<file path="config.mk">
export PLATFORM = sky130hd
export DESIGN_NAME = pcl_unit
export DESIGN_NICKNAME = d
export VERILOG_FILES = /design/src/rtl/pcl_pkg.sv /design/src/rtl/pcl_incr.sv /design/src/rtl/pcl_target_sel.sv /design/src/rtl/pcl_link_port.sv /design/src/rtl/pcl_unit.sv
export SDC_FILE = /design/constraint.sdc
export NUM_CORES = 1
export LEC_CHECK = 0
export ABC_AREA = 1
export BUFFER_PORTS_ARGS = -buffer_cell sky130_fd_sc_hd__clkbuf_2
export CAP_MARGIN = 10
export CELL_PAD_IN_SITES_DETAIL_PLACEMENT = 0
export CELL_PAD_IN_SITES_GLOBAL_PLACEMENT = 2
export CORE_MARGIN = 8
export CORE_UTILIZATION = 30
export DETAILED_ROUTE_END_ITERATION = 8
export GPL_TIMING_DRIVEN = 0
export PLACE_DENSITY_LB_ADDON = 0.2
export RECOVER_POWER = 25
export SLEW_MARGIN = 20
export SYNTH_ARGS = -nofsm -noshare
export SYNTH_HDL_FRONTEND = slang
export SYNTH_SLANG_ARGS = --single-unit
</file>
<file path="constraint.sdc">
create_clock -name clk -period 7.5 [get_ports clk]
set_clock_uncertainty 0.2 [all_clocks]
set_input_delay 1.125 -clock clk [delete_from_list [all_inputs] [get_ports clk]]
set_output_delay 1.125 -clock clk [all_outputs]
set_load 0.1 [all_outputs]
</file>
<file path="src/rtl/pcl_pkg.sv">
package pcl_pkg;
  typedef enum logic [1:0] {
    TSEL_SEQ = 2'd0,
    TSEL_ABS = 2'd1,
    TSEL_REL = 2'd2
  } tsel_e;
endpackage

</file>
<file path="src/rtl/pcl_incr.sv">
module pcl_incr #(
  parameter int AW   = 64,
  parameter int STEP = 4
) (
  input  logic [AW-1:0] base_i,
  output logic [AW-1:0] sum_o
);
  localparam logic [AW-1:0] STEP_V = AW'(STEP);

  always_comb begin
    sum_o = base_i + STEP_V;
  end
endmodule

</file>
<file path="src/rtl/pcl_target_sel.sv">
module pcl_target_sel
  import pcl_pkg::*;
#(
  parameter int AW = 64
) (
  input  logic          abs_req_i,
  input  logic          rel_req_i,
  input  logic [AW-1:0] pc_i,
  input  logic [AW-1:0] npc_i,
  input  logic [AW-1:0] target_i,
  input  logic [AW-1:0] offset_i,
  output tsel_e         sel_o,
  output logic [AW-1:0] eff_o
);
  logic [AW-1:0] rel_sum;

  always_comb begin
    rel_sum = pc_i + offset_i;
  end

  always_comb begin
    if (abs_req_i)      sel_o = TSEL_ABS;
    else if (rel_req_i) sel_o = TSEL_REL;
    else                sel_o = TSEL_SEQ;
  end

  always_comb begin
    unique case (sel_o)
      TSEL_ABS: eff_o = target_i;
      TSEL_REL: eff_o = rel_sum;
      default:  eff_o = npc_i;
    endcase
  end
endmodule

</file>
<file path="src/rtl/pcl_link_port.sv">
module pcl_link_port #(
  parameter int AW       = 64,
  parameter int IDX_W    = 5,
  parameter int LINK_IDX = 30
) (
  input  logic             link_req_i,
  input  logic [AW-1:0]    staged_i,
  output logic             we_o,
  output logic [IDX_W-1:0] idx_o,
  output logic [AW-1:0]    data_o
);
  localparam logic [IDX_W-1:0] IDX_V = IDX_W'(LINK_IDX);

  always_comb begin
    we_o   = link_req_i;
    idx_o  = IDX_V;
    data_o = staged_i;
  end
endmodule

</file>
<file path="src/rtl/pcl_unit.sv">
module pcl_unit
  import pcl_pkg::*;
#(
  parameter int              AW        = 64,
  parameter int              STEP      = 4,
  parameter int              IDX_W     = 5,
  parameter int              LINK_IDX  = 30,
  parameter logic [63:0]     RESET_VEC = 64'h0
) (
  input  logic             clk,
  input  logic             rst_n,
  input  logic             br_abs_i,
  input  logic             br_rel_i,
  input  logic [AW-1:0]    target_i,
  input  logic [AW-1:0]    offset_i,
  input  logic             link_i,
  input  logic             commit_i,
  output logic [AW-1:0]    pc_o,
  output logic [AW-1:0]    npc_o,
  output logic             link_we_o,
  output logic [IDX_W-1:0] link_idx_o,
  output logic [AW-1:0]    link_data_o,
  output logic             zr_clr_o
);
  localparam logic [AW-1:0] RST_PC  = RESET_VEC[AW-1:0];
  localparam logic [AW-1:0] RST_NPC = RST_PC + AW'(STEP);

  // reset release synchronizer
  logic [1:0] rst_sync_q;
  logic       rst_int_n;

  always_ff @(posedge clk or negedge rst_n) begin
    if (!rst_n) rst_sync_q <= 2'b00;
    else        rst_sync_q <= {rst_sync_q[0], 1'b1};
  end
  assign rst_int_n = rst_sync_q[1];

  logic [AW-1:0] pc_q, npc_q;
  logic [AW-1:0] pc_d, npc_d;
  logic          pc_en, npc_en;
  logic [AW-1:0] eff_next, eff_plus;
  tsel_e         tsel;

  pcl_target_sel #(.AW(AW)) u_sel (
    .abs_req_i (br_abs_i),
    .rel_req_i (br_rel_i),
    .pc_i      (pc_q),
    .npc_i     (npc_q),
    .target_i  (target_i),
    .offset_i  (offset_i),
    .sel_o     (tsel),
    .eff_o     (eff_next)
  );

  pcl_incr #(.AW(AW), .STEP(STEP)) u_incr (
    .base_i (eff_next),
    .sum_o  (eff_plus)
  );

  pcl_link_port #(.AW(AW), .IDX_W(IDX_W), .LINK_IDX(LINK_IDX)) u_link (
    .link_req_i (link_i),
    .staged_i   (npc_q),
    .we_o       (link_we_o),
    .idx_o      (link_idx_o),
    .data_o     (link_data_o)
  );

  // next-state
  always_comb begin
    pc_en  = commit_i;
    npc_en = commit_i || (tsel != TSEL_SEQ);
    pc_d   = eff_next;
    npc_d  = commit_i ? eff_plus : eff_next;
  end

  // registers
  always_ff @(posedge clk or negedge rst_int_n) begin
    if (!rst_int_n) begin
      pc_q <= RST_PC;
    end else if (pc_en) begin
      pc_q <= pc_d;
    end
  end

  always_ff @(posedge clk or negedge rst_int_n) begin
    if (!rst_int_n) begin
      npc_q <= RST_NPC;
    end else if (npc_en) begin
      npc_q <= npc_d;
    end
  end

  assign pc_o     = pc_q;
  assign npc_o    = npc_q;
  assign zr_clr_o = commit_i && rst_int_n;

  // assertions
  AST_IDLE_HOLD: assert property (@(posedge clk) disable iff (!rst_int_n)
    (!commit_i && !br_abs_i && !br_rel_i) |=> ($stable(pc_o) && $stable(npc_o)));
  AST_ABS_LOAD: assert property (@(posedge clk) disable iff (!rst_int_n)
    (br_abs_i && !commit_i) |=> (npc_o == $past(target_i) && $stable(pc_o)));
  AST_REL_BASE: assert property (@(posedge clk) disable iff (!rst_int_n)
    (br_rel_i && !br_abs_i && !commit_i) |=> (npc_o == $past(pc_o) + $past(offset_i)));
  AST_SEQ_COMMIT: assert property (@(posedge clk) disable iff (!rst_int_n)
    (commit_i && !br_abs_i && !br_rel_i) |=> (pc_o == $past(npc_o)));
  AST_RESTAGE: assert property (@(posedge clk) disable iff (!rst_int_n)
    commit_i |=> (npc_o == pc_o + AW'(STEP)));
  AST_LINK_VALUE: assert property (@(posedge clk) disable iff (!rst_int_n)
    link_we_o |-> (link_data_o == npc_o && link_idx_o == IDX_W'(LINK_IDX)));
  AST_ZR_STROBE: assert property (@(posedge clk) disable iff (!rst_int_n)
    zr_clr_o == commit_i);
endmodule

</file>
==> load_flow_metrics.sql, run 1 <==
INSERT INTO impl_metrics (metric_group, metric, value, unit) VALUES
('layout', 'commonest_non_fill_non_tap_cells_in_the_layout', 'sky130_fd_sc_hd__nand2_1 (922), sky130_fd_sc_hd__inv_1 (451), sky130_fd_sc_hd__clkbuf_2 (325)', ''),
('global_route', 'globalRoute.totalOverflow', '0', ''),
('sta', 'grt_setup_unrepaired', 'no', ''),
('setup_path', 'regToRegStartpoint', 'pc_o[42]$_DFFE_PN0P_', ''),
('cts', 'cts_hold_buffers', '0', ''),
('setup_path', 'criticalPathCategory', 'in2reg', ''),
('cts', 'cts-root-to-sink-buffers', '2', ''),
('run_status', 'violations', 'max-capacitance violations, max-slew violations', ''),
('route', 'num_vias', '16950', ''),
('cts', 'post_cts.resized_instances', '0', ''),
('layout', 'layout-drive-gt1-share', '19.29', '%'),
('run', 'maxCapViolations', '2', ''),
('layout', 'final_common_cell', 'sky130_fd_sc_hd__nand2_1', ''),
('sta', 'max-slew-margin-rel', '-64.41', '%'),
('cts', 'worst_skew_pair.late_latency', '450', 'ps'),
('setup_path', 'worstSetupEndpointType', 'flip-flop', ''),
('die', 'io-pin-count', '333', ''),
('die', 'chipHeight', '235.8', 'µm'),
('run_status', 'outcome', 'finished, violations left', ''),
('sta', 'count_of_endpoints_failing_setup_in_the_final_report', '0', ''),
('layout', 'fin_area', '0.01754', 'mm²'),
('setup_path', 'cp_slowest_stage_delay', '640', 'ps'),
('layout', 'finish.net_count', '3063', ''),
('sta', 'timing.setup.tns', '0', 'ps'),
('placed_design', 'dp.cells', '3460', ''),
('setup_path', 'worst_setup_path_startpoint', 'offset_i[42]', ''),
('route', 'drc', '0', ''),
('logic_synthesis', 'post_synth_instance_area', '0.01449', 'mm²'),
('setup_path', 'worstPathArrival', '4960', 'ps'),
('sta', 'final-hold-violation-count', '0', ''),
('placed_design', 'total_half_perimeter_wirelength_after_legalization_and_detailed_placement', '64750', 'µm'),
('setup_path', 'critical-path-top-cell-by-count', 'sky130_fd_sc_hd__nand2_1', ''),
('logic_synthesis', 'synth-seq-cells', '130', ''),
('setup_path', 'regToRegSetupSlack', '2890', 'ps'),
('setup_path', 'crit_slowest_cell', 'sky130_fd_sc_hd__nor3_1', ''),
('worst_hold_path', 'cell_count_of_the_worst_hold_path', '0', ''),
('setup_path', 'startpoint_type', 'input port', ''),
('cts', 'cts-root-buf', 'sky130_fd_sc_hd__clkbuf_16', ''),
('power', 'total_power_divided_by_cell_area', '276.8', 'mW/mm²'),
('global_route', 'grt.total_usage', '26.16', '%'),
('route', 'route.final.wire_length', '74450', 'µm'),
('die', 'initial_utilization', '30.35', '%'),
('die', 'core_box_area', '0.04775', 'mm²'),
('logic_synthesis', 'postSynthAreaPerCell', '5.767', 'µm²'),
('sta', 'min_period_over_period', '64.23', '%'),
('die', 'dieArea', '0.05560', 'mm²'),
('sta', 'drv_slew', '82', ''),
('logic_synthesis', 'synth_enable_flop_cells', '0', ''),
('logic_synthesis', 'synth.yosys.warnings', '0', ''),
('setup_path', 'worst-r2r-cell-count', '16', ''),
('placed_design', 'finalWeightedCongestion', '0.9285', ''),
('cts', 'numClockSinks', '130', ''),
('setup_path', 'crit_path_max_fanout', '6', ''),
('global_route', 'grt_first_pass_wirelength', '108600', 'µm'),
('sta', 'timing.fmax', '0.2076', 'GHz'),
('layout', 'multi_input_area', '0.008751', 'mm²'),
('layout', 'post_layout_nonfiller_instances', '3493', ''),
('layout', 'layout.area.seq', '0.003254', 'mm²'),
('worst_hold_path', 'worstHoldPathType', 'reg2reg', ''),
('layout', 'fillerInstances', '5449', ''),
('logic_synthesis', 'yosysUniqueCellTypes', '47', ''),
('global_route', 'via_count_of_the_first_global_routing_pass', '16860', ''),
('setup_path', 'crit_path_end', 'npc_o[44]$_DFFE_PN0P_', ''),
('route', 'drtAntennaViolNets', '0', ''),
('setup_path', 'timing.critical_path.cells', 'clkbuf_2, ha_1, nand2_1, nor2_1, nand2_1, nor3_1, nand3_1, nand4_1, nand3_1, nand2_1, nand2_1, nor2_1, nand2_1, nor2_4, nand3_1, nand2_1, nand2_1', ''),
('logic_synthesis', 'dominantRegCellSynth', 'sky130_fd_sc_hd__dfrtp_1', ''),
('placed_design', 'dpl-instance-area', '0.01697', 'mm²'),
('route', 'routed_via_density', '4.853', ''),
('layout', 'flow.area_growth_from_synthesis', '21.06', '%'),
('route', 'drt-initial-drc-count', '1396', ''),
('placed_design', 'port_buffers', '326', '');
[state kept, by name, indices dropped and copies added (netlist names)]
| name | cells |
|---|---|
| npc_o | 64 |
| pc_o | 64 |
| rst_sync_q | 2 |
[cell usage after synthesis (23+ instances only)]
| cell | instances | area share [%] |
|---|---|---|
| sky130_fd_sc_hd__nand2_1 | 922 | 24 |
| sky130_fd_sc_hd__inv_1 | 451 | 12 |
| sky130_fd_sc_hd__nor2_1 | 201 | 5.2 |
| sky130_fd_sc_hd__nand3_1 | 191 | 6.6 |
| sky130_fd_sc_hd__dfrtp_1 | 129 | 22 |
| sky130_fd_sc_hd__buf_4 | 74 | 3.8 |
| sky130_fd_sc_hd__o21ai_0 | 74 | 2.6 |
| sky130_fd_sc_hd__ha_1 | 64 | 5.5 |
| sky130_fd_sc_hd__a22oi_1 | 54 | 2.8 |
| sky130_fd_sc_hd__a21oi_1 | 52 | 1.8 |
| sky130_fd_sc_hd__nand4_1 | 39 | 1.7 |
| sky130_fd_sc_hd__nor2_2 | 28 | 1.2 |
| sky130_fd_sc_hd__nand2_2 | 27 | 1.2 |
| sky130_fd_sc_hd__nor3_1 | 25 | 0.86 |
| sky130_fd_sc_hd__clkbuf_1 | 23 | 0.60 |
[worst min-delay path by stage]
stage	start	to	slack (ps)
3_3_place_gp	rst_sync_q[0]$_DFF_PN0_	rst_sync_q[1]$_DFF_PN0_	140
5_1_grt	rst_sync_q[0]$_DFF_PN0_	rst_sync_q[1]$_DFF_PN0_	180
2_1_floorplan	rst_sync_q[0]$_DFF_PN0_	rst_sync_q[1]$_DFF_PN0_	130
3_5_place_dp	rst_sync_q[1]$_DFF_PN0_	npc_o[23]$_DFFE_PN0P_	140
6_report	rst_sync_q[0]$_DFF_PN0_	rst_sync_q[1]$_DFF_PN0_	160
4_1_cts	rst_sync_q[1]$_DFF_PN0_	npc_o[23]$_DFFE_PN0P_	140
[layout make-up]
type,count,share of cell area (%)
buffer,113,4.122
inverter,474,10.14
clock buffer,19,2.582
clock inverter,13,0.8558
multi-input combinational,1800,49.88
sequential,130,18.55
antenna,1,0.01426
timing repair buffer,328,9.471
tap,615,4.386
[kinds of logic after synthesis]
kind of cell               after synthesis  synth area share (%)
buffers and inverters                  587                 17.27
other                                    2               0.05182
and+or+nand+nor                       1483                 43.88
adders and majority gates               65                 5.663
AOI/OAI and AO/OA                      226                 9.471
DFF                                    130                 22.46
xor gates and xnor gates                20                 1.209
[per-stage QoR]
step	utilization (%)	worst slack, ps	hold slack, ps
2_1_floorplan	-	2254	131.2
3_3_place_gp	35.41	1006	144.1
3_5_place_dp	35.54	2266	136.4
4_1_cts	36.80	2732	144.3
5_1_grt	36.75	2458	179.6
6_report	36.75	2683	158.3
[power breakdown]
group / switching (mW) / internal, mW
Clock: 0.361 / 0.513
Combinational: 2.39 / 0.600
Sequential: 0.177 / 0.812
Total: 2.93 / 1.93
[routing by layer]
layer	wire [µm]	GRT usage, %	up-vias
met3	3715	2.856	74
met5	0	0	-
met1	35770	36.63	7929
li1	-	-	8454
met2	33220	42.12	493
met4	1739	7.460	0
[critical path, delay by kind of cell]
family | cells | cell delay [ps]
buffers and inverters | 1 | 100
adders and majority gates | 1 | 440
and+or+nand+nor | 15 | 3280
Note: power is estimated with default switching activity, not from simulation.
==> inputs of run 2 (changes only) <==
--- a/config.mk
+++ b/config.mk
@@ -11,7 +11,7 @@
 export CELL_PAD_IN_SITES_DETAIL_PLACEMENT = 0
 export CELL_PAD_IN_SITES_GLOBAL_PLACEMENT = 2
 export CORE_MARGIN = 8
-export CORE_UTILIZATION = 30
+export CORE_UTILIZATION = 28
 export DETAILED_ROUTE_END_ITERATION = 8
 export GPL_TIMING_DRIVEN = 0
 export PLACE_DENSITY_LB_ADDON = 0.2
==> constraint.sdc (replaced) <==
create_clock -name clk -period 4.46 [get_ports clk]
set_clock_uncertainty 0.2 [all_clocks]
set_input_delay 0.669 -clock clk [delete_from_list [all_inputs] [get_ports clk]]
set_output_delay 0.669 -clock clk [all_outputs]
set_load 0.1 [all_outputs]
==> run 2 against run 1 <==
The flow still finishes with violations (max-capacitance violations, max-slew violations). Cell count rose by 1.9%. Worst hold slack worse by 2.1 ps. Routed wire length grew 1.8%. Total power is 71% higher. Design area up 0.80%.
==> load_flow_metrics.sql, run 2 (same netlist as run 1, synthesis figures left out) <==
INSERT INTO impl_metrics (metric_group, metric, value, unit) VALUES
('setup_path', 'worstPathRequired', '4600', 'ps'),
('worst_hold_path', 'worst_hold_startpoint', 'rst_sync_q[0]$_DFF_PN0_', ''),
('sta', 'final-hold-violation-count', '0', ''),
('die', 'dieArea', '0.05929', 'mm²'),
('setup_path', 'crit_path_max_fanout', '6', ''),
('sta', 'max-slew-margin-rel', '-28.04', '%'),
('global_route', 'initial_antenna_violation_count', '2', ''),
('route', 'drtAntennaViolNets', '0', ''),
('sta', 'final.min_clock_period', '4190', 'ps'),
('route', 'avgRoutedWirePerCell', '21.28', 'µm'),
('die', 'chipWidth', '243.5', 'µm'),
('sta', 'timing.fmax', '0.2387', 'GHz'),
('layout', 'final_common_cell', 'sky130_fd_sc_hd__nand2_1', ''),
('worst_hold_path', 'worstHoldPathType', 'reg2reg', ''),
('die', 'io-pin-count', '333', ''),
('setup_path', 'regToRegStartpoint', 'pc_o[30]$_DFFE_PN0P_', ''),
('sta', 'grt_setup_unrepaired', 'no', ''),
('global_route', 'grt_max_degree', '55', ''),
('layout', 'utilization', '34.54', '%'),
('cts', 'worst_skew_pair.late_latency', '450', 'ps'),
('die', 'initial_utilization', '28.31', '%'),
('power', 'max-vdd-ir-drop', '374.4', 'µV'),
('layout', 'flow.area_growth_from_synthesis', '22.02', '%'),
('die', 'num_rows', '83', ''),
('worst_hold_path', 'hold_path_end', 'rst_sync_q[1]$_DFF_PN0_', ''),
('layout', 'fillerInstances', '5853', ''),
('route', 'drtPass1Iterations', '6', ''),
('sta', 'drv_slew', '79', ''),
('worst_hold_path', 'cell_count_of_the_worst_hold_path', '0', ''),
('layout', 'commonest_non_fill_non_tap_cells_in_the_layout', 'sky130_fd_sc_hd__nand2_1 (922), sky130_fd_sc_hd__inv_1 (451), sky130_fd_sc_hd__clkbuf_2 (325)', ''),
('cts', 'clkTransAtPathRegs', '60', 'ps'),
('cts', 'numClockSinks', '130', ''),
('power', 'power_leakage', '10.17', 'nW'),
('cts', 'cts_made_buffers', '17', ''),
('placed_design', 'finalWeightedCongestion', '0.9130', ''),
('placed_design', 'total_half_perimeter_wirelength_after_legalization_and_detailed_placement', '65930', 'µm'),
('setup_path', 'cp_slowest_stage_delay', '530', 'ps'),
('die', 'chipHeight', '243.5', 'µm'),
('power', 'total_power_divided_by_cell_area', '469.2', 'mW/mm²'),
('power', 'post-layout-total-power', '8.297', 'mW'),
('setup_path', 'startpoint_type', 'flip-flop', ''),
('run_status', 'violations', 'max-capacitance violations, max-slew violations', ''),
('layout', 'layout.area.seq', '0.003254', 'mm²'),
('route', 'drt-initial-drc-count', '1269', ''),
('cts', 'cts-root-buf', 'sky130_fd_sc_hd__clkbuf_16', ''),
('layout', 'layout-drive-gt1-share', '19.32', '%'),
('global_route', 'grt_first_pass_wirelength', '108600', 'µm'),
('global_route', 'globalRoute.totalOverflow', '0', ''),
('sta', 'tightestPinTransition', '1921', 'ps'),
('sta', 'timing.setup.tns', '0', 'ps'),
('setup_path', 'criticalPathCategory', 'reg2reg', ''),
('setup_path', 'worstSetupEndpointType', 'flip-flop', ''),
('run_status', 'outcome', 'finished, violations left', ''),
('route', 'num_vias', '17040', ''),
('route', 'route.final.wire_length', '75760', 'µm'),
('cts', 'htree_num_levels', '4', ''),
('setup_path', 'regToRegSetupSlack', '270', 'ps'),
('setup_path', 'timing.critical_path.cells', 'ha_1, nand2_1, nor2_1, inv_1, nor3_1, nand3_1, nand4_1, nand3_1, nand2_1, nand2_1, nor2_1, nand2_1, nor2_4, nand3_1, nand2_1, nand2_1', ''),
('setup_path', 'worst-r2r-cell-count', '16', ''),
('placed_design', 'dpl-instance-area', '0.01705', 'mm²'),
('cts', 'cts_tree', 'yes', ''),
('layout', 'multi_input_area', '0.008762', 'mm²'),
('global_route', 'via_count_of_the_first_global_routing_pass', '16520', ''),
('die', 'core_box_area', '0.05120', 'mm²'),
('setup_path', 'reg2reg_to', 'npc_o[44]$_DFFE_PN0P_', ''),
('setup_path', 'worstPathArrival', '4330', 'ps'),
('route', 'routed_via_density', '4.787', ''),
('sta', 'min_period_over_period', '93.94', '%'),
('route', 'drc', '0', ''),
('global_route', 'grt.total_usage', '24.71', '%'),
('placed_design', 'port_buffers', '326', ''),
('setup_path', 'critical-path-top-cell-by-count', 'sky130_fd_sc_hd__nand2_1', ''),
('layout', 'fin_area', '0.01768', 'mm²'),
('setup_path', 'crit_slowest_cell', 'sky130_fd_sc_hd__dfrtp_1', ''),
('cts', 'cts-root-to-sink-buffers', '2', ''),
('layout', 'finish.net_count', '3064', ''),
('sta', 'count_of_endpoints_failing_setup_in_the_final_report', '0', ''),
('sta', 'hold-worst-slack', '156.2', 'ps'),
('run', 'maxCapViolations', '2', '');
[run 2: cell types whose count changed in the layout (fill, tap and decap cells not counted), sizes merged]
cell          delta
bufinv           +2
dlygate4sd3      +1
dlymetal6s4s     +1
diode            +1
clkbuf           -3
inv              +1
clkinv           +1
clkinvlp         -2
[run 2: layout make-up]
type,instances,share of cell area [%]
Multi-Input combinational cell,1800,49.55
Sequential cell,130,18.40
Inverter,474,10.06
Timing Repair Buffer,329,9.410
Tap cell,680,4.811
Buffer,113,4.089
Clock buffer,17,2.406
Clock inverter,15,1.245
Antenna cell,2,0.02830
[run 2: per-layer routing]
metal | GRT usage, % | wire length (µm) | share of wire, %
met2 | 39.05 | 33300 | 44
met4 | 6.677 | 2085 | 2.8
met1 | 34.85 | 36280 | 48
met3 | 3.435 | 4086 | 5.4
met5 | 0 | 0 | 0
[run 2: what timing repair did]
| item | 4_1_cts | 5_1_grt |
|---|---|---|
| resized for setup | 1 | 1 |
| endpoints found under the setup margin | 5 | 1 |
| hold buffers | 1 | 0 |
| endpoints found under the hold margin | 2 | 0 |
| setup buffers | 0 | 0 |
[run 2: worst max path at each step]
| stage | start | to | slack, ps |
|---|---|---|---|
| 2_1_floorplan | pc_o[0]$_DFFE_PN0P_ | npc_o[44]$_DFFE_PN0P_ | 720 |
| 3_3_place_gp | offset_i[42] | npc_o[44]$_DFFE_PN0P_ | -350 |
| 3_5_place_dp | offset_i[42] | npc_o[44]$_DFFE_PN0P_ | -300 |
| 4_1_cts | pc_o[42]$_DFFE_PN0P_ | npc_o[44]$_DFFE_PN0P_ | 190 |
| 5_1_grt | rst_sync_q[1]$_DFF_PN0_ | pc_o[47]$_DFFE_PN0P_ | 70 |
| 6_report | pc_o[30]$_DFFE_PN0P_ | npc_o[44]$_DFFE_PN0P_ | 270 |
[run 2: where the power goes]
group          leakage [nW]  total [mW]  switching [mW]  internal (mW)
sequential             1.57        1.68           0.314           1.37
clock                 0.313        1.58           0.627          0.952
combinational          8.29        5.04            4.03           1.01
total                  10.2        8.30            4.97           3.33
[run 2: worst max-delay path: cells and delay by family, from the launching register on]
kind,cells,cell delay [ps]
and+or+nand+nor,14,2710
buffers and inverters,1,120
adders and majority gates,1,520
DFF,1,530
[run 2: per-stage QoR]
| stage | std cells | setup WS (ps) |
|---|---|---|
| floorplan | 2517 | 721.1 |
| global placement | 3523 | -353.4 |
| detailed placement | 3525 | -302.2 |
| CTS | 3558 | 192.0 |
| global route | 3559 | 65.76 |
| finish | 3560 | 270.2 |
